$ cat config.mk
export PLATFORM = sky130hd
export DESIGN_NAME = sram_seq_ctrl
export DESIGN_NICKNAME = d
export VERILOG_FILES = /design/src/rtl/sram_seq_pkg.sv /design/src/rtl/sram_seq_timer.sv /design/src/rtl/sram_seq_fsm.sv /design/src/rtl/sram_seq_lanes.sv /design/src/rtl/sram_seq_ctrl.sv
export SDC_FILE = /design/constraint.sdc
export NUM_CORES = 1
export LEC_CHECK = 0
export ABC_CLOCK_PERIOD_IN_PS = 2100
export BUFFER_PORTS_ARGS = -buffer_cell sky130_fd_sc_hd__buf_2
export CAP_MARGIN = 20
export CORE_MARGIN = 1
export CORE_UTILIZATION = 47
export DETAILED_ROUTE_END_ITERATION = 7
export GPL_TIMING_DRIVEN = 0
export PLACE_DENSITY_LB_ADDON = 0.05
export SETUP_SLACK_MARGIN = 0.5
export SYNTH_ARGS = -nofsm -noshare
export SYNTH_HDL_FRONTEND = slang
export SYNTH_SLANG_ARGS = --single-unit
export TNS_END_PERCENT = 50
$ cat constraint.sdc
create_clock -name clk -period 2.1 [get_ports clk]
set_input_delay 0.42 -clock clk [delete_from_list [all_inputs] [get_ports clk]]
set_output_delay 0.42 -clock clk [all_outputs]
set_load 0.005 [all_outputs]
$ cat src/rtl/sram_seq_pkg.sv
package sram_seq_pkg;

   // byte lanes carried by the external data bus
   localparam int LANE_W = 8;
   localparam int LANES  = 2;

   // sequencer phases
   typedef enum logic [2:0] {
      ST_IDLE  = 3'd0,
      ST_TURN  = 3'd1,
      ST_SETUP = 3'd2,
      ST_PULSE = 3'd3,
      ST_READ  = 3'd4
   } seq_state_e;

   // largest of four cycle counts
   function automatic int max4(input int a, input int b, input int c, input int d);
      int m;
      m = a;
      if (b > m) m = b;
      if (c > m) m = c;
      if (d > m) m = d;
      return m;
   endfunction

   // counter width able to hold count-1 for every phase
   function automatic int cnt_bits(input int maxc);
      if (maxc <= 2) return 1;
      return $clog2(maxc);
   endfunction

endpackage

$ cat src/rtl/sram_seq_timer.sv
module sram_seq_timer #(
   parameter int CNT_W = 2
) (
   input  logic             clk,
   input  logic             rst,
   input  logic             load,
   input  logic [CNT_W-1:0] load_val,
   output logic             done
);

   logic [CNT_W-1:0] remain;

   always_ff @(posedge clk) begin
      if (rst) begin
         remain <= '0;
      end else if (load) begin
         remain <= load_val;
      end else if (remain != '0) begin
         remain <= remain - 1'b1;
      end
   end

   // the current phase ends at the edge that closes a cycle with zero remaining
   assign done = (remain == '0);

endmodule

$ cat src/rtl/sram_seq_fsm.sv
module sram_seq_fsm
   import sram_seq_pkg::*;
#(
   parameter int RD_CYC    = 2,
   parameter int SETUP_CYC = 1,
   parameter int PULSE_CYC = 1,
   parameter int TURN_CYC  = 1,
   parameter int CNT_W     = 1
) (
   input  logic             clk,
   input  logic             rst,
   input  logic             req_valid,
   input  logic             req_write,
   input  logic             phase_done,
   output seq_state_e       state,
   output logic             accept,
   output logic             capture,
   output logic             tm_load,
   output logic [CNT_W-1:0] tm_val
);

   localparam logic [CNT_W-1:0] RD_LD    = CNT_W'(RD_CYC - 1);
   localparam logic [CNT_W-1:0] SETUP_LD = CNT_W'(SETUP_CYC - 1);
   localparam logic [CNT_W-1:0] PULSE_LD = CNT_W'(PULSE_CYC - 1);
   localparam logic [CNT_W-1:0] TURN_LD  = CNT_W'((TURN_CYC > 0) ? TURN_CYC - 1 : 0);

   seq_state_e nxt;
   logic       need_turn;

   assign accept = (state == ST_IDLE) && req_valid;

   // history of the last access, present only when a turnaround gap is wanted
   generate
      if (TURN_CYC > 0) begin : g_turn
         logic last_rd;
         always_ff @(posedge clk) begin
            if (rst) begin
               last_rd <= 1'b0;
            end else if (capture) begin
               last_rd <= 1'b1;
            end else if (accept && req_write) begin
               last_rd <= 1'b0;
            end
         end
         assign need_turn = last_rd;
      end else begin : g_no_turn
         assign need_turn = 1'b0;
      end
   endgenerate

   always_comb begin
      nxt     = state;
      capture = 1'b0;
      tm_load = 1'b0;
      tm_val  = '0;
      unique case (state)
         ST_IDLE: begin
            if (req_valid) begin
               tm_load = 1'b1;
               if (!req_write) begin
                  nxt    = ST_READ;
                  tm_val = RD_LD;
               end else if (need_turn) begin
                  nxt    = ST_TURN;
                  tm_val = TURN_LD;
               end else begin
                  nxt    = ST_SETUP;
                  tm_val = SETUP_LD;
               end
            end
         end
         ST_TURN: begin
            if (phase_done) begin
               nxt     = ST_SETUP;
               tm_load = 1'b1;
               tm_val  = SETUP_LD;
            end
         end
         ST_SETUP: begin
            if (phase_done) begin
               nxt     = ST_PULSE;
               tm_load = 1'b1;
               tm_val  = PULSE_LD;
            end
         end
         ST_PULSE: begin
            if (phase_done) begin
               nxt = ST_IDLE;
            end
         end
         ST_READ: begin
            if (phase_done) begin
               nxt     = ST_IDLE;
               capture = 1'b1;
            end
         end
         default: nxt = ST_IDLE;
      endcase
   end

   always_ff @(posedge clk) begin
      if (rst) begin
         state <= ST_IDLE;
      end else begin
         state <= nxt;
      end
   end

endmodule

$ cat src/rtl/sram_seq_lanes.sv
module sram_seq_lanes
   import sram_seq_pkg::*;
#(
   parameter int ADDR_W = 16,
   parameter int DATA_W = 16
) (
   input  logic              clk,
   input  logic              rst,
   input  seq_state_e        state,
   input  logic              accept,
   input  logic              capture,
   input  logic [ADDR_W-1:0] req_addr,
   input  logic [DATA_W-1:0] req_wdata,
   input  logic [LANES-1:0]  req_mask,
   input  logic [DATA_W-1:0] mem_dq_in,
   output logic [ADDR_W-1:0] mem_addr,
   output logic [DATA_W-1:0] mem_dq_out,
   output logic              mem_dq_oe,
   output logic              mem_cs_n,
   output logic              mem_we_n,
   output logic              mem_oe_n,
   output logic [LANES-1:0]  lane_n,
   output logic              rd_valid,
   output logic [DATA_W-1:0] rd_data
);

   logic [ADDR_W-1:0] hold_addr;
   logic [DATA_W-1:0] hold_data;
   logic [LANES-1:0]  hold_mask;
   logic              selected;

   // request fields are frozen for the whole access
   always_ff @(posedge clk) begin
      if (rst) begin
         hold_addr <= '0;
         hold_data <= '0;
         hold_mask <= '0;
      end else if (accept) begin
         hold_addr <= req_addr;
         hold_data <= req_wdata;
         hold_mask <= req_mask;
      end
   end

   // strobe decode from the phase register
   assign selected   = (state == ST_READ) || (state == ST_SETUP) || (state == ST_PULSE);
   assign mem_cs_n   = !selected;
   assign mem_oe_n   = (state != ST_READ);
   assign mem_we_n   = (state != ST_PULSE);
   assign mem_dq_oe  = (state == ST_SETUP) || (state == ST_PULSE);
   assign mem_addr   = hold_addr;
   assign mem_dq_out = hold_data;

   always_ff @(posedge clk) begin
      if (rst) begin
         rd_valid <= 1'b0;
      end else begin
         rd_valid <= capture;
      end
   end

   generate
      for (genvar li = 0; li < LANES; li++) begin : g_lane
         assign lane_n[li] = mem_cs_n || !hold_mask[li];

         always_ff @(posedge clk) begin
            if (rst) begin
               rd_data[li*LANE_W +: LANE_W] <= '0;
            end else if (capture) begin
               rd_data[li*LANE_W +: LANE_W] <= hold_mask[li] ?
                                               mem_dq_in[li*LANE_W +: LANE_W] : '0;
            end
         end
      end
   endgenerate

endmodule

$ cat src/rtl/sram_seq_ctrl.sv
module sram_seq_ctrl
   import sram_seq_pkg::*;
#(
   parameter int ADDR_W    = 16,
   parameter int DATA_W    = 16,
   parameter int RD_CYC    = 2,
   parameter int SETUP_CYC = 1,
   parameter int PULSE_CYC = 1,
   parameter int TURN_CYC  = 1
) (
   input  logic              clk,
   input  logic              rst,
   input  logic              req_valid,
   output logic              req_ready,
   input  logic              req_write,
   input  logic [ADDR_W-1:0] req_addr,
   input  logic [DATA_W-1:0] req_wdata,
   input  logic [1:0]        req_mask,
   output logic              rd_valid,
   output logic [DATA_W-1:0] rd_data,
   output logic [ADDR_W-1:0] mem_addr,
   output logic [DATA_W-1:0] mem_dq_out,
   output logic              mem_dq_oe,
   input  logic [DATA_W-1:0] mem_dq_in,
   output logic              mem_cs_n,
   output logic              mem_we_n,
   output logic              mem_oe_n,
   output logic              mem_lb_n,
   output logic              mem_ub_n
);

   localparam int MAXC  = max4(RD_CYC, SETUP_CYC, PULSE_CYC, TURN_CYC);
   localparam int CNT_W = cnt_bits(MAXC);

   // elaboration-time parameter checks
   generate
      if (DATA_W != LANES * LANE_W) begin : g_bad_width
         $error("sram_seq_ctrl: DATA_W must equal two byte lanes");
      end
      if (RD_CYC < 1 || SETUP_CYC < 1 || PULSE_CYC < 1) begin : g_bad_cycles
         $error("sram_seq_ctrl: read, setup and pulse counts must be at least one");
      end
      if (TURN_CYC < 0) begin : g_bad_turn
         $error("sram_seq_ctrl: turnaround count must not be negative");
      end
   endgenerate

   seq_state_e       state;
   logic             accept;
   logic             capture;
   logic             tm_load;
   logic [CNT_W-1:0] tm_val;
   logic             phase_done;
   logic [LANES-1:0] lane_n;

   sram_seq_fsm #(
      .RD_CYC   (RD_CYC),
      .SETUP_CYC(SETUP_CYC),
      .PULSE_CYC(PULSE_CYC),
      .TURN_CYC (TURN_CYC),
      .CNT_W    (CNT_W)
   ) u_fsm (
      .clk       (clk),
      .rst       (rst),
      .req_valid (req_valid),
      .req_write (req_write),
      .phase_done(phase_done),
      .state     (state),
      .accept    (accept),
      .capture   (capture),
      .tm_load   (tm_load),
      .tm_val    (tm_val)
   );

   sram_seq_timer #(
      .CNT_W(CNT_W)
   ) u_timer (
      .clk     (clk),
      .rst     (rst),
      .load    (tm_load),
      .load_val(tm_val),
      .done    (phase_done)
   );

   sram_seq_lanes #(
      .ADDR_W(ADDR_W),
      .DATA_W(DATA_W)
   ) u_lanes (
      .clk       (clk),
      .rst       (rst),
      .state     (state),
      .accept    (accept),
      .capture   (capture),
      .req_addr  (req_addr),
      .req_wdata (req_wdata),
      .req_mask  (req_mask),
      .mem_dq_in (mem_dq_in),
      .mem_addr  (mem_addr),
      .mem_dq_out(mem_dq_out),
      .mem_dq_oe (mem_dq_oe),
      .mem_cs_n  (mem_cs_n),
      .mem_we_n  (mem_we_n),
      .mem_oe_n  (mem_oe_n),
      .lane_n    (lane_n),
      .rd_valid  (rd_valid),
      .rd_data   (rd_data)
   );

   assign req_ready = (state == ST_IDLE);
   assign mem_lb_n  = lane_n[0];
   assign mem_ub_n  = lane_n[1];

endmodule

### After elaboration in Yosys (flattened, before gate mapping)

Index checks and enable logic that the tools add are counted.

* flip-flop bits (word level): 56
* output and inout port bits: 56
* logic and storage cells: 55

* add/sub/neg operators: 1
* equal/unequal tests: 10
* multiplexer cells: 20
* reduce and logical (&&, ||, !) cells: 15

Operator list (count)
* 8-bit two-way mux: 2
* 3-bit two-way mux: 5
* 3-bit case mux with 4 select lines: 1
* 1-bit two-way mux: 10
* 2-bit inequality test, second input constant: 4
* 3-bit by 2-bit == test with 1-bit output, second input constant: 2
* 1-bit logical OR: 5
* 4-bit AND reduction: 1
* 2-bit OR reduction: 2
* 3-bit by 1-bit == test with 1-bit output, second input constant: 1
* 3-bit == test, second input constant: 1
* 1-bit zero test: 3
* 3-bit zero test: 1
* 3-bit by 2-bit inequality test with 1-bit output, second input constant: 1
* 3-bit inequality test, second input constant: 1
* 1-bit logical AND: 2
* 2-bit two-way mux: 1
* 1-bit case mux with 2 select lines: 1
* 2-bit nonzero test: 1
* 1-bit subtractor, second input constant: 1

### Longest topological paths before layout

Gate-level depths: netlist of run 1.

* depth in word-level cells: 5
* depth in mapped cells: 7

### Hierarchy

A second synthesis of run 1 with hierarchy kept.

* cells, all modules: 228
* area total of the unflattened synthesis: 2247.2 um^2

Modules (own cells, without submodules)
* sram_seq_lanes: instances 1, cells an instance 190, area an instance 1924.3 um^2, sequential area each 1021.0 um^2
* sram_seq_fsm: instances 1, cells an instance 34, area an instance 280.3 um^2, sequential area each 80.1 um^2
* sram_seq_timer: instances 1, cells an instance 3, area an instance 32.5 um^2, sequential area each 20.0 um^2
* sram_seq_ctrl: instances 1, cells an instance 1, area an instance 10.0 um^2, sequential area each 0.0 um^2

### Worst setup path before layout of run 1

Ideal clock, no wire load.

* kind: flip-flop to output port
* from: register u_fsm.state[1]
* to: output mem_lb_n
* arrival time: 1.013 ns
* required time: 1.680 ns
* setup slack: 0.667 ns
* cell stages (with the launch flop): 5
* path buffers: 0
* cell sequence: dfxtp_1 > nor2_2 > and2_4 > or2_2 > nand2_1

* word-level cells in the longest chain between the ends: 5

RTL lines
* from (decl): RTL line sram_seq_fsm.sv:15 `output seq_state_e state,`
* from (signal assigned): RTL line sram_seq_fsm.sv:105 `state <= nxt;`
* 3-bit == test / 3-bit by 2-bit == test with 1-bit output (equally long branches): RTL line sram_seq_lanes.sv:46 `assign selected = (state == ST_READ) || (state == ST_SETUP) || (state == ST_PULSE);`
* 1-bit logical OR: RTL line sram_seq_lanes.sv:46
* 1-bit logical OR (*): RTL line sram_seq_lanes.sv:46
* 1-bit zero test (*): RTL line sram_seq_lanes.sv:47 `assign mem_cs_n = !selected;`
* 1-bit logical OR (*): RTL line sram_seq_lanes.sv:64 `assign lane_n[li] = mem_cs_n || !hold_mask[li];`
* to (decl): RTL line sram_seq_ctrl.sv:28 `output logic mem_lb_n,`

Every way passes the cells marked *; elsewhere a longest branch is shown, timed or not.

### Final worst setup path of run 1

* from: register u_fsm.state[1]
* to: output mem_ub_n

* word-level cells in the longest chain between the ends: 5

RTL lines
* 3-bit == test / 3-bit by 2-bit == test with 1-bit output (equally long branches): RTL line sram_seq_lanes.sv:46
* 1-bit logical OR: RTL line sram_seq_lanes.sv:46
* 1-bit logical OR (*): RTL line sram_seq_lanes.sv:46
* 1-bit zero test (*): RTL line sram_seq_lanes.sv:47
* 1-bit logical OR (*): RTL line sram_seq_lanes.sv:64
* to (decl): RTL line sram_seq_ctrl.sv:29 `output logic mem_ub_n`

Marks and branches as above.

==> results of run 1 <==
[state kept, by name, summed over array words and instances (netlist names)]
| register | cells |
|---|---|
| u_fsm.state | 3 |
| u_lanes.mem_dq_out | 16 |
| u_lanes.rd_data | 16 |
| u_timer.remain | 1 |
| u_fsm.g_turn.last_rd | 1 |
| u_lanes.rd_valid | 1 |
| u_lanes.hold_mask | 2 |
| u_lanes.mem_addr | 16 |
[how the worst max path moves through the flow]
stage	from	endpoint	slack (ns)
CTS	u_fsm.state[1]$_SDFFE_PP0P_	mem_lb_n	0.38
global placement	u_fsm.state[0]$_SDFFE_PP0P_	mem_lb_n	0.50
detailed placement	rst	u_lanes.mem_addr[11]$_SDFFE_PP0N_	0.47
global route	u_fsm.state[1]$_SDFFE_PP0P_	mem_ub_n	0.32
floorplan	u_fsm.state[1]$_SDFFE_PP0P_	mem_lb_n	0.67
finish	u_fsm.state[1]$_SDFFE_PP0P_	mem_ub_n	0.37
[final cells by class]
type                    count  area (um2)
inverters                   2        10.0
fillers                   372        1240
repair buffers            115         601
clock buffers               5        68.8
clock inverters             3        46.3
well taps                  50        62.6
flip-flops and latches     56        1130
plain buffers              14        81.3
multi-input cells         153         816
[per-layer routing]
metal | vias to the layer above | wire length (um) | GRT usage
li1 | 996 | - | -
met1 | 870 | 2080 | 0.240
met2 | 76 | 2320 | 0.361
met3 | 8 | 364 | 0.0693
met4 | 0 | 80 | 0.0878
met5 | - | 0 | 0
[logic make-up after synthesis]
family	share of synthesized area
flip-flops	0.558
AND/OR/NAND/NOR	0.213
AO/OA/AOI/OAI	0.179
multiplexers	0.00498
buffers and inverters	0.0455
[synth_stat cells (2+ instances only)]
cell type / number / area, um2
a211oi_1: 2 / 15.0
or2_2: 2 / 12.5
a22o_1: 16 / 140
and2_1: 2 / 12.5
buf_2: 5 / 25.0
buf_4: 4 / 30.0
dfxtp_1: 56 / 1120
a21oi_1: 36 / 180
nor2_1: 3 / 11.3
nand2_1: 74 / 278
clkbuf_1: 4 / 15.0
nor3_1: 2 / 10.0
and3_1: 2 / 12.5
[layout by cell type (no fill, tap or decap), types with 2 or more instances in the layout]
cell type / instances
dfxtp_1: 53
buf_4: 9
and3_1: 2
dfxtp_4: 2
nor2_4: 2
a22o_1: 16
nor3_1: 2
and2_1: 2
buf_6: 3
a21oi_1: 36
nand2_1: 73
buf_2: 113
clkbuf_1: 4
a211oi_1: 2
clkbuf_8: 5
nor2_1: 3
[report_power, final]
part / switching [mW] / total (mW) / leakage, nW / internal (mW)
Combinational: 0.208 / 0.405 / 0.861 / 0.196
Clock: 0.359 / 0.719 / 0.0548 / 0.360
Sequential: 0.0410 / 1.17 / 0.459 / 1.13
Total: 0.608 / 2.29 / 1.37 / 1.69
[what timing repair did]
action,in CTS,in global routing
hold endpoints to repair,0,0
pin swaps,4,1
resized for setup,9,4
cloned,0,0
buffers inserted,5,1
setup endpoints to repair,5,13
[per-stage QoR]
step | total power, mW | instances | hold slack, ns
2_1_floorplan | 1.40 | 225 | 0.445
3_3_place_gp | 1.56 | 384 | 0.439
3_5_place_dp | 1.56 | 384 | 0.443
4_1_cts | 2.30 | 397 | 0.302
5_1_grt | 2.40 | 398 | 0.304
6_report | 2.29 | 398 | 0.309
==> results.tsv, run 1 <==
stage	metric	value	unit
setup_path	Worst setup SP type	register	
die	Rows	23	
route	via count	1950	
placed_design	DP HPWL	3.41	mm
cells_and_area	area added between synthesis and finish	40.1	%
sta	Final Cycle Share	0.822	
hold_path	hold path start	mem_dq_in[5]	
synth	Mapped Avg Cell Area	8.93	um2
setup_path	slowest cell on the critical path	dfxtp_4	
clock_network	clk buf depth	2	
cells_and_area	final net count	401	
placed_design	Place WS	0.472	ns
die	Initial Util	0.495	
setup_path	CP Cell Sequence	nor2_4, and2_4, or2_4, nand2_1, buf_2	
setup_path	Setup CP Type	register to output pin	
synth	Syn Nets	279	
die	I/O pins	110	
clock_network	H-tree level count	2	
setup_path	register-to-register setup slack	0.49	ns
clock_network	CTS clock-pin slew for the worst setup and hold paths	0.10	ns
power	Pleak	1.37	nW
sta	final hold violation count	0	
route	DRT antenna net count	0	
cells_and_area	layout cells sized above 1	0.422	
power	IR drop worst, VDD	0.475	mV
synth	EDFF count, synth	0	
setup_path	CP peak stage delay	0.39	ns
route	1st-pass router iterations	4	
route	DRT iter0 DRCs	77	
setup_path	crit-path max FO	5	
clock_network	hold-fix buffers at CTS	0	
synth	Async SR Flop Fraction	0	
setup_path	CP arrival	1.31	ns
global_routing	Tot GR Track Use	0.211	
placed_design	Placer Congestion	0.740	
setup_path	crit path buf inv count	1	
global_routing	first-pass GRT wire length	7.17	mm
setup_path	Worst setup EP type	output pin	
setup_path	CP top delay family	simple AND/OR/NAND/NOR gates	
route	vias per inst	4.90	
sta	Max Transition Viols Final	0	
cells_and_area	post-route cell area	2820	um2
global_routing	initial antenna violation count	0	
setup_path	worst reg2reg startpoint	u_fsm.state[1]$_SDFFE_PP0P_	
setup_path	R2R Path End	u_lanes.mem_dq_out[12]$_SDFFE_PP0N_	
route	DRC errors left	0	
die	Die W	67.4	um
outcome	status	finished clean	
sta	Final Setup Violations	0	
synth	Mapped Area	2010	um2
global_routing	vias in the first global route	1696	
clock_network	# clock sinks	56	
die	core area	4060	um2
run	total of max-cap violations	0	
power	Power per Cell Area	815	nW/um2
synth	Yosys reg bits	56	
placed_design	DP Area	2620	um2
synth	Mapped Cells	225	
sta	unrepaired setup endpoints after global routing	true	
clock_network	CTS tree	done	
cells_and_area	ANT cells	0	
setup_path	Worst path depth	5	
sta	skew final	0.00795	ns
clock_network	Clock Latency Late Sink	0.31	ns
global_routing	pin count of the biggest net entering global routing	19	
synth	YS warnings	0	
sta	crit path setup slack, layout	0.373	ns
sta	worst slew pin tran	0.455	ns
route	wire length per cell	12.2	um
sta	fmax	0.579	GHz
cells_and_area	utilization after layout	0.694	
die	Die Y	67.4	um
clock_network	root buf cell	clkbuf_8	
hold_path	hold depth	2	
synth	Unique masters post-synth	30	
synth	sequential area share after synthesis	0.558	
route	routed wire length	4.84	mm
setup_path	Reg2Reg Depth	7	
sta	Min Clock Period, post-route	1.73	ns
die	Die ar.	4540	um2
setup_path	WP data required	1.68	ns
clock_network	Num CTS Buffers	5	
sta	Fin Setup TNS	0	ns
hold_path	WHS Endpoint	u_lanes.rd_data[5]$_SDFFE_PP0P_	
synth	Most used DFF post-synth	dfxtp_1	
hold_path	HP Class	input pin to register	
sta	Slew headroom	0.696	
global_routing	GR Overflow Total	0	
placed_design	PortBufs	109	
Power figures use the tool's default switching activity.
==> inputs of run 2 (changes only) <==
--- a/config.mk
+++ b/config.mk
@@ -5,11 +5,12 @@
 export SDC_FILE = /design/constraint.sdc
 export NUM_CORES = 1
 export LEC_CHECK = 0
-export ABC_CLOCK_PERIOD_IN_PS = 2100
+export ABC_AREA = 1
+export ABC_CLOCK_PERIOD_IN_PS = 1700
 export BUFFER_PORTS_ARGS = -buffer_cell sky130_fd_sc_hd__buf_2
 export CAP_MARGIN = 20
 export CORE_MARGIN = 1
-export CORE_UTILIZATION = 47
+export CORE_UTILIZATION = 44
 export DETAILED_ROUTE_END_ITERATION = 7
 export GPL_TIMING_DRIVEN = 0
 export PLACE_DENSITY_LB_ADDON = 0.05
==> constraint.sdc (replaced) <==
create_clock -name clk -period 1.7 [get_ports clk]
set_input_delay 0.34 -clock clk [delete_from_list [all_inputs] [get_ports clk]]
set_output_delay 0.34 -clock clk [all_outputs]
set_load 0.005 [all_outputs]
==> run 2 against run 1 <==
Synthesized cell count is 21% higher. Setup slack worse by 0.13 ns. First-iteration DRC count is 81% higher. Sequential cell count stayed put. Synthesized area is 4.4% higher. Worst hold slack worse by 0.042 ns. Final cell count is 16% higher. Critical path depth is 1 lower. The flow now finishes with violations (DRC). Global-route usage is 1.1 points higher. Clock power is 4.2% higher. Routed wire length is 19% higher. Largest power group is now combinational logic.
==> results.tsv, run 2 <==
stage	metric	value	unit	change
sta	skew final	0.00496	ns	-0.00299 ns
route	1st-pass router iterations	8		+4
synth	sequential area share after synthesis	0.534		-0.0236
synth	Yosys reg bits	56		unchanged
setup_path	worst reg2reg startpoint	u_fsm.state[0]$_SDFFE_PP0P_		
setup_path	Setup CP Type	register to output pin		
placed_design	PortBufs	108		-0.92%
cells_and_area	Fillers	364		-2.2%
placed_design	DP HPWL	3.61	mm	+5.8%
die	Die Y	71.1	um	+5.4%
synth	Post-synth top cells	102 x nand2_1, 56 x dfxtp_1, 37 x a21oi_1		
synth	Yosys top cell area share	0.534		-0.0236
synth	Mapped Area	2100	um2	+4.4%
setup_path	Reg2Reg Depth	8		+1
sta	Fin Setup TNS	0	ns	unchanged
cells_and_area	layout cells sized above 1	0.506		+0.0837
synth	Async SR Flop Fraction	0		unchanged
hold_path	WHS Endpoint	u_lanes.mem_dq_out[2]$_SDFFE_PP0N_		
synth	YS warnings	0		unchanged
hold_path	HP Class	input pin to register		
cells_and_area	utilization after layout	0.746		+0.0526
global_routing	initial antenna violation count	0		unchanged
sta	Final Setup Violations	0		unchanged
synth	Unique masters post-synth	20		-33%
clock_network	Num CTS Buffers	5		unchanged
outcome	violated checks	DRC		
clock_network	# clock sinks	56		unchanged
synth	Mapped Avg Cell Area	7.71	um2	-14%
die	Rows	24		+4.3%
setup_path	R2R Path End	u_lanes.mem_dq_out[3]$_SDFFE_PP0N_		
sta	fmax	0.688	GHz	
route	wire length per cell	12.5	um	+2.6%
sta	unrepaired setup endpoints after global routing	true		
sta	worst slew pin tran	0.698	ns	+0.242 ns
die	I/O pins	110		unchanged
route	routed wire length	5.78	mm	+19%
synth	post-synth top area cell	dfxtp_1		
setup_path	Worst setup SP type	register		
power	Power per Cell Area	1310	nW/um2	+60%
sta	Slew headroom	0.535		-0.162
hold_path	hold depth	3		+1
cells_and_area	area added between synthesis and finish	59.2	%	
sta	Max Transition Viols Final	0		unchanged
global_routing	pin count of the biggest net entering global routing	17		-2
cells_and_area	most frequent cells in the layout	111 x buf_2, 82 x nand2_1, 53 x dfxtp_1, 20 x nand3_1, 20 x a21oi_2		
route	vias per inst	4.89		-0.15%
cells_and_area	ANT cells	0		unchanged
power	total power	4.36	mW	+90%
clock_network	CTS clock-pin slew for the worst setup and hold paths	0.10	ns	about the same
run	total of max-cap violations	0		unchanged
global_routing	vias in the first global route	2108		+24%
synth	top area cells in the synthesized netlist	dfxtp_1 53%, nand2_1 18%, a21oi_1 8.8%		
hold_path	hold path start	req_wdata[2]		
route	DRC errors left	6		+6
synth	EDFF count, synth	0		unchanged
setup_path	CP arrival	1.11	ns	-0.20 ns
die	Die ar.	5050	um2	+11%
power	Pleak	1.59	nW	+16%
route	via count	2265		+16%
synth	count leader, synth	nand2_1		
synth	Most used DFF post-synth	dfxtp_1		
die	Initial Util	0.469		-0.0263
die	core area	4470	um2	+10%
synth	Syn Nets	326		+17%
route	DRT antenna net count	0		unchanged
global_routing	GR Overflow Total	0		unchanged
global_routing	first-pass GRT wire length	8.90	mm	+24%
setup_path	crit-path max FO	6		+1
clock_network	Clock Latency Late Sink	0.31	ns	about the same
cells_and_area	final net count	464		+16%
setup_path	WP data required	1.36	ns	-0.32 ns
clock_network	CTS tree	done		
setup_path	register-to-register setup slack	0.26	ns	-0.23 ns
sta	final hold violation count	0		unchanged
global_routing	Tot GR Track Use	0.222		+0.0110
cells_and_area	commonest non-fill, non-tap cell in the layout	buf_2		
route	DRT iter0 DRCs	139		+81%
setup_path	Worst setup EP type	output pin		
clock_network	H-tree level count	2		unchanged
clock_network	clk buf depth	2		unchanged
power	IR drop worst, VDD	0.616	mV	+30%
clock_network	root buf cell	clkbuf_8		
die	Die W	71.1	um	+5.4%
placed_design	Placer Congestion	0.735		-0.69%
sta	hold slack	0.267	ns	-0.0422 ns
outcome	status	finished, violations left		
sta	Final Cycle Share	0.854		
sta	Min Clock Period, post-route	1.45	ns	
synth	Mapped Cells	272		+21%
[run 2: cell count changes after synthesis, moves of 3 or more]
cell | before | now
nand2_1 | 74 | 102
nand3_1 | 0 | 23
a22o_1 | 16 | 0
o21ai_0 | 1 | 16
inv_1 | 1 | 7
buf_4 | 4 | 0
buf_2 | 5 | 8
[run 2: worst max-delay path: stages (launching register included)]
cell and delay [ns]:
dfxtp_4 0.39, nor2_4 0.15, buf_6 0.12, nand2_2 0.03, buf_2 0.11
[run 2: logic make-up (layout without fill, tap and decap cells)]
kind of cell    after synthesis  count (layout)  synth area share
compound gates               54              54             0.129
flops                        56              56             0.534
simple gates                136             136             0.274
buf+inv                      26             165            0.0626
[run 2: layer usage]
layer | global-route usage | vias up | wire [um]
li1 | - | 1158 | -
met1 | 0.271 | 1030 | 2600
met5 | 0 | - | 0
met3 | 0.0513 | 9 | 274
met4 | 0.0889 | 0 | 87
met2 | 0.381 | 68 | 2810
[run 2: how the worst max path moves through the flow]
| stage | from | endpoint | slack (ns) | cells past startpoint |
|---|---|---|---|---|
| after floorplan | u_fsm.state[0]$_SDFFE_PP0P_ | u_lanes.rd_data[10]$_SDFFE_PP0P_ | 0.50 | 5 |
| after global placement | rst | u_lanes.rd_data[8]$_SDFFE_PP0P_ | 0.29 | 5 |
| after detailed placement | u_fsm.state[0]$_SDFFE_PP0P_ | u_lanes.rd_data[8]$_SDFFE_PP0P_ | 0.27 | 5 |
| after CTS | u_fsm.state[2]$_SDFFE_PP0P_ | mem_ub_n | 0.27 | 5 |
| after global routing | u_fsm.state[1]$_SDFFE_PP0P_ | mem_lb_n | 0.20 | 3 |
| final | u_fsm.state[0]$_SDFFE_PP0P_ | mem_oe_n | 0.25 | 4 |
[run 2: report_power, final]
| group | internal [mW] | total [mW] | switching, mW |
|---|---|---|---|
| logic | 1.00 | 1.98 | 0.979 |
| registers | 1.51 | 1.63 | 0.122 |
| clock network | 0.326 | 0.749 | 0.422 |
| total | 2.84 | 4.36 | 1.52 |
[run 2: what timing repair did]
action                     4_1_cts  5_1_grt
buffers inserted                14        4
cloned                           2        3
hold buffers                     0        0
resized for setup               33       66
pin swaps                        4       18
setup endpoints to repair       56       62
[run 2: through the flow]
| step | setup WS (ns) | instance area, um2 | instances |
|---|---|---|---|
| finish | 0.247 | 3340 | 463 |
| global route | 0.196 | 3340 | 463 |
| CTS | 0.273 | 3020 | 456 |
| detailed placement | 0.265 | 2700 | 432 |
| global placement | 0.291 | 2700 | 432 |
| floorplan | 0.504 | 2100 | 272 |
[run 2: area by class of cell]
| class | instances | area (um2) | area share |
|---|---|---|---|
| flip-flops and latches | 56 | 1130 | 0.338 |
| multi-input cells | 190 | 1080 | 0.324 |
| repair buffers | 130 | 771 | 0.231 |
| plain buffers | 17 | 145 | 0.0435 |
| clock buffers | 6 | 82.6 | 0.0247 |
| well taps | 52 | 65.1 | 0.0195 |
| inverters | 9 | 46.3 | 0.0139 |
| clock inverters | 2 | 10.0 | 0.00300 |
| repair inverters | 1 | 6.26 | 0.00187 |
